## src/rtl/digit_scanner.sv

```systemverilog
module digit_scanner #(
  parameter int DWELL = 6
) (
  input  logic       clk,
  input  logic       rst_n,
  input  logic       rd_valid,
  input  logic [3:0] rd_hund,
  input  logic [3:0] rd_tens,
  input  logic [3:0] rd_ones,
  input  logic       rd_neg,
  input  logic       rd_ovr_pos,
  input  logic       rd_ovr_neg,
  output logic [3:0] bcd,
  output logic       sel_msd_n,
  output logic       sel_nsd_n,
  output logic       sel_lsd_n
);
  localparam int SLOT = DWELL + 1;
  localparam int CW   = $clog2(SLOT);
  localparam int FW   = 15;
  localparam logic [1:0] S_LSD = 2'd0, S_MSD = 2'd1, S_NSD = 2'd2;
  localparam logic [3:0] C_MINUS = 4'hA, C_OVER = 4'hB;

  logic          active;
  logic [1:0]    slot;
  logic [CW-1:0] cnt;
  logic [FW-1:0] frame, pend;
  logic [3:0]    dig;

  wire [FW-1:0] rd_word  = {rd_ovr_neg, rd_ovr_pos, rd_neg, rd_hund, rd_tens, rd_ones};
  wire [FW-1:0] pend_nx  = rd_valid ? rd_word : pend;
  wire          slot_end = (cnt == CW'(SLOT - 1));
  wire          driving  = active && (cnt != '0);

  always_ff @(posedge clk or negedge rst_n) begin
    if (!rst_n) begin
      active <= 1'b0;
      slot   <= S_LSD;
      cnt    <= '0;
      frame  <= '0;
      pend   <= '0;
    end else if (!active) begin
      if (rd_valid) begin
        active <= 1'b1;
        frame  <= rd_word;
        pend   <= rd_word;
        slot   <= S_LSD;
        cnt    <= '0;
      end
    end else begin
      pend <= pend_nx;
      if (slot_end) begin
        cnt <= '0;
        if (slot == S_NSD) begin
          slot  <= S_LSD;
          frame <= pend_nx;
        end else begin
          slot <= 2'(slot + 2'd1);
        end
      end else begin
        cnt <= CW'(cnt + 1'b1);
      end
    end
  end

  always_comb begin
    case (slot)
      S_LSD:   dig = frame[3:0];
      S_MSD:   dig = frame[11:8];
      default: dig = frame[7:4];
    endcase
    if (!active)                         bcd = 4'h0;
    else if (frame[14])                  bcd = C_MINUS;
    else if (frame[13])                  bcd = C_OVER;
    else if (frame[12] && slot == S_MSD) bcd = C_MINUS;
    else                                 bcd = dig;
  end

  assign sel_lsd_n = !(driving && slot == S_LSD);
  assign sel_msd_n = !(driving && slot == S_MSD);
  assign sel_nsd_n = !(driving && slot == S_NSD);
endmodule

```

## config.mk

```make
export PLATFORM = sky130hd
export DESIGN_NAME = digit_scanner
export DESIGN_NICKNAME = d
export VERILOG_FILES = /design/src/rtl/digit_scanner.sv
export SDC_FILE = /design/constraint.sdc
export NUM_CORES = 1
export LEC_CHECK = 0
export BUFFER_PORTS_ARGS = -buffer_cell sky130_fd_sc_hd__clkbuf_2
export CAP_MARGIN = 25
export CELL_PAD_IN_SITES_DETAIL_PLACEMENT = 1
export CELL_PAD_IN_SITES_GLOBAL_PLACEMENT = 2
export CORE_AREA = 2 2 73 75
export DETAILED_ROUTE_END_ITERATION = 6
export DIE_AREA = 0 0 75 77
export MAX_ROUTING_LAYER = met4
export PLACE_DENSITY_LB_ADDON = 0.1
export SLEW_MARGIN = 30
export SYNTH_ARGS = -nofsm -noshare
export SYNTH_HDL_FRONTEND = slang
export SYNTH_SLANG_ARGS = --single-unit
```

## constraint.sdc

```tcl
create_clock -name clk -period 1.85 [get_ports clk]
set_input_delay 0.2775 -clock clk [delete_from_list [all_inputs] [get_ports clk]]
set_output_delay 0.2775 -clock clk [all_outputs]
set_load 0.02 [all_outputs]
```

Word-level counts from Yosys, hierarchy flattened. Index checks and enable logic that the tools add are counted.

Logic and storage cells: 44. Register bits after elaboration: 36. Output and inout bits: 7. Input bits: 18.

Reductions and logical operators: 13. Eq/ne operators: 5. Multiplexer cells: 19. $add $sub $neg: 2.

Operators by type and width (count): $mux W15 (5); $mux W4 (4); $mux W3 (3); $mux W2 (4); $pmux W4 S2 (1); $logic_and A1 B1 Y1 (5); $ne A2 B1 Y1 const B (2); $add A3 B1 Y3 const B (1); $eq A3 B3 Y1 const B (1); $logic_not A1 Y1 (3); $reduce_and A3 Y1 (1); $reduce_bool A3 Y1 (1); $add A2 B1 Y2 const B (1); $eq A2 B1 Y1 const B (1); $eq A2 B2 Y1 const B (1); $logic_not A2 Y1 (1); $mux W1 (2); $reduce_and A2 Y1 (1); $reduce_bool A2 Y1 (1).

Logic depth before layout (Yosys ltp).
Word-level depth: 6. Depth in mapped cells: 6.

Worst setup path before layout. OpenSTA, ideal clock, no wires.

Path type: reg2out. Start point: register slot[0]. End point: output port bcd[0]. Required time: 1572 ps. Arrival time: 1545 ps. Path slack: 28 ps. Path buffers: 1. Cell stages (with the launch flop): 5. Cells stage by stage: dfrtp_1 buf_2 o21ai_0 nor3_1 nor4b_1.

Longest elaborated chain between the ends: 6. Elaborated cells on any way between the ends: 8.

Ends and longest elaborated chain: from (decl) (RTL line 25) `logic [1:0] slot;`; from (signal assigned) (RTL line 58) `slot <= 2'(slot + 2'd1);`; $eq A2 B1 Y1 / $logic_not A2 Y1 (equally long branches) (RTL line 67, 75); $pmux W4 S2 / $logic_and A1 B1 Y1 (equally long branches) (RTL line 67, 75); $mux W4 * (RTL line 75) `else if (frame[12] && slot == S_MSD) bcd = C_MINUS;`; $mux W4 * (RTL line 74) `else if (frame[13]) bcd = C_OVER;`; $mux W4 * (RTL line 73) `else if (frame[14]) bcd = C_MINUS;`; $mux W4 * (RTL line 72) `if (!active) bcd = 4'h0;`; to (decl) (RTL line 13) `output logic [3:0] bcd,`.

Mark *: on every way between the ends. The rest lies on a longest branch, timed or not.

Final worst setup path.
Start point: register slot[0]. End point: output port bcd[2].

The elaborated chain is that of the path after synthesis.

==> results.sh <==
export IMPL_outcome="completed"
export IMPL_gp_congestion=0.752
export IMPL_p_leak_nw=0.888
export IMPL_crit_fanout=8
export IMPL_clock_latency_ns=0.29
export IMPL_critPathKind="reg2out"
export IMPL_fill_cells=564
export IMPL_final_hold_violation_count=0
export IMPL_synthFlopType="dfrtp_1"
export IMPL_ir_drop_mv=0.494
export IMPL_holdCritPathClass="in2async"
export IMPL_relSlewSlack_pct=68.6
export IMPL_stdcell_area_sq_um=2150
export IMPL_ant_nets=0
export IMPL_r2r_start="slot[0]"
export IMPL_start_util_pct=35.4
export IMPL_die_area_sq_um=5780
export IMPL_cts_tree="yes"
export IMPL_setup_viol=0
export IMPL_fin_crit_ns=1.79
export IMPL_yosysSeqAreaShare_pct=51.1
export IMPL_first_pass_iters=4
export IMPL_crit_required_ns=1.57
export IMPL_synth_edf_count=0
export IMPL_n_antenna_cell=0
export IMPL_placed_area_sq_um=1970
export IMPL_fp_coreArea_sq_um=4980
export IMPL_end_kind="output pin"
export IMPL_fin_setup_tns_ns=0
export IMPL_synthTopCellsByArea="dfrtp_1, mux2_2, mux2i_1"
export IMPL_hold_ws_ns=0.0219
export IMPL_synth_top_area_cell="dfrtp_1"
export IMPL_clkTransAtPathRegs_ns=0.08
export IMPL_synth_cells=151
export IMPL_synth_top_area_share_pct=51.1
export IMPL_pwr_density_cell_nw_per_um2=1420
export IMPL_h_tree_depth=2
export IMPL_cap_violations=0
export IMPL_slew_violations=0
export IMPL_area_delta_synth_final_pct=22.1
export IMPL_ctsHoldBuffers=0
export IMPL_rrSetupSlack_ns=0.19
export IMPL_placed_cells=244
export IMPL_grt_usage_pct=16.5
export IMPL_root_buffer="clkbuf_8"
export IMPL_drc=0
export IMPL_crit_path_start="slot[0]"
export IMPL_drive_above_1_share_pct=43.4
export IMPL_finalPower_mw=3.05
export IMPL_grt_pass1_wl_um=6910
export IMPL_rows=26
export IMPL_arrival_ns=1.51
export IMPL_io_buffers=24
export IMPL_boundaryPins=25
export IMPL_syn_avg_cell_area_sq_um=11.7
export IMPL_yosysWarnings=0
export IMPL_grt_setup_unrepaired="yes"
export IMPL_clockBufferDepth=2
export IMPL_grt_pass1_vias=1357
export IMPL_num_vias=1249
export IMPL_r2r_end="frame[1]"
export IMPL_drt_iter0_markers=31
export IMPL_antenna_found_initial=0
export IMPL_die_w_um=75
export IMPL_fin_cells=259
export IMPL_min_period_over_period_pct=96.7
export IMPL_crit_path_end="bcd[2]"
export IMPL_hpwl_um=2930
export IMPL_fp_dieH_um=77
export IMPL_numCtsBuffers=5
export IMPL_ys_async_sr_fraction_pct=100
export IMPL_syn_nets=169
export IMPL_clock_sinks=36
export IMPL_routed_wl_um=4020
export IMPL_skew_ns=0.00813
export IMPL_avgRoutedWirePerCell_um=15.5
export IMPL_reg2regPathDepth=6
export IMPL_ys_ff_latch=36
export IMPL_max_freq_mhz=559
export IMPL_start_kind="flop"
export IMPL_tightest_slew_ns=0.471
export IMPL_synth_area_sq_um=1760
export IMPL_grt_start_max_net_pins=37
export IMPL_nets=206
export IMPL_synth_cell_types=32
export IMPL_vias_per_cell=4.82
export IMPL_grt_ovfl_total=0
==> cells by family after synthesis <==
kind of cell           count (synthesis)  share of synthesized area [%]
AOI/OAI and AO/OA                     25                           9.44
buffers and inverters                 12                           4.26
DFF                                   36                           51.1
muxes                                 37                           22.3
and+or+nand+nor                       41                           12.9
==> power by group <==
group / switching, mW / internal [mW]
logic: 0.560 / 0.619
registers: 0.232 / 1.05
clock network: 0.286 / 0.303
total: 1.08 / 1.97
==> cells in the final DEF (no fill, tap or decap), drive strengths merged <==
cell / instances
o31ai: 1
buf: 21
nor2b: 1
inv: 2
clkinvlp: 1
nand3: 4
dfrtp: 36
nand3b: 3
mux2: 18
nand4b: 2
nor4b: 1
o21ai: 19
mux2i: 19
clkbuf: 26
and3: 1
nor3b: 2
nand2b: 2
a21boi: 2
nand2: 20
nor3: 1
a211oi: 1
a22o: 2
or3: 1
nor2: 3
==> timing repair <==
item	4_1_cts	5_1_grt
setup buffers	5	2
pin swaps	2	3
endpoints found under the setup margin	7	7
gates resized for setup	6	12
==> layer usage <==
layer  vias up  routed length (um)  track usage (%)
met5         -                   0                -
met4         0                  49             4.29
met3         6                 134             3.94
met2        17                2110             26.8
met1       618                1720             20.5
li1        608                   -                -
==> metrics by stage <==
stage	setup WS (ns)	util (%)
global route	-0.0262	43.2
global placement	0.186	39.7
detailed placement	0.0968	39.7
floorplan	0.0279	-
finish	0.0602	43.2
CTS	-0.00273	42.5
==> flip-flops by register name, summed over array words and instances (netlist names) <==
name    cells
pend       15
active      1
cnt         3
slot        2
frame      15
==> cells in the mapped netlist, types with 2 or more instances <==
master / number
dfrtp_1: 36
nand2_1: 20
mux2i_1: 19
mux2_2: 18
o21ai_0: 9
o21ai_2: 6
buf_2: 4
nand3_1: 4
o21ai_1: 4
nand3b_1: 3
nor2_1: 3
a21boi_0: 2
buf_1: 2
inv_1: 2
nand2b_1: 2
==> final cells by class <==
cell class	count	area, sq um	area share (%)
sequential	36	905	42.0
multi-input combinational	103	808	37.6
timing repair buffer	40	250	11.6
tap	70	87.6	4.07
clock buffer	7	86.3	4.01
clock inverter	1	7.51	0.349
inverter	2	7.51	0.349
==> worst min path at each step <==
stage | start | endpoint | slack [ns] | depth (start not counted)
final | rst_n | cnt[0] | 0.02 | 2
after global routing | rst_n | cnt[1] | 0.05 | 2
after CTS | rst_n | pend[11] | 0.04 | 2
after detailed placement | rst_n | cnt[0] | 0.36 | 2
after global placement | rst_n | cnt[0] | 0.35 | 2
after floorplan | rst_n | active | -0.02 | 0
==> critical path: stages (launching register included) <==
cell	delay, ns
dfrtp_2	0.47
nor2b_2	0.19
a211oi_2	0.25
and3_1	0.19
buf_4	0.13
Power figures use the tool's default switching activity.
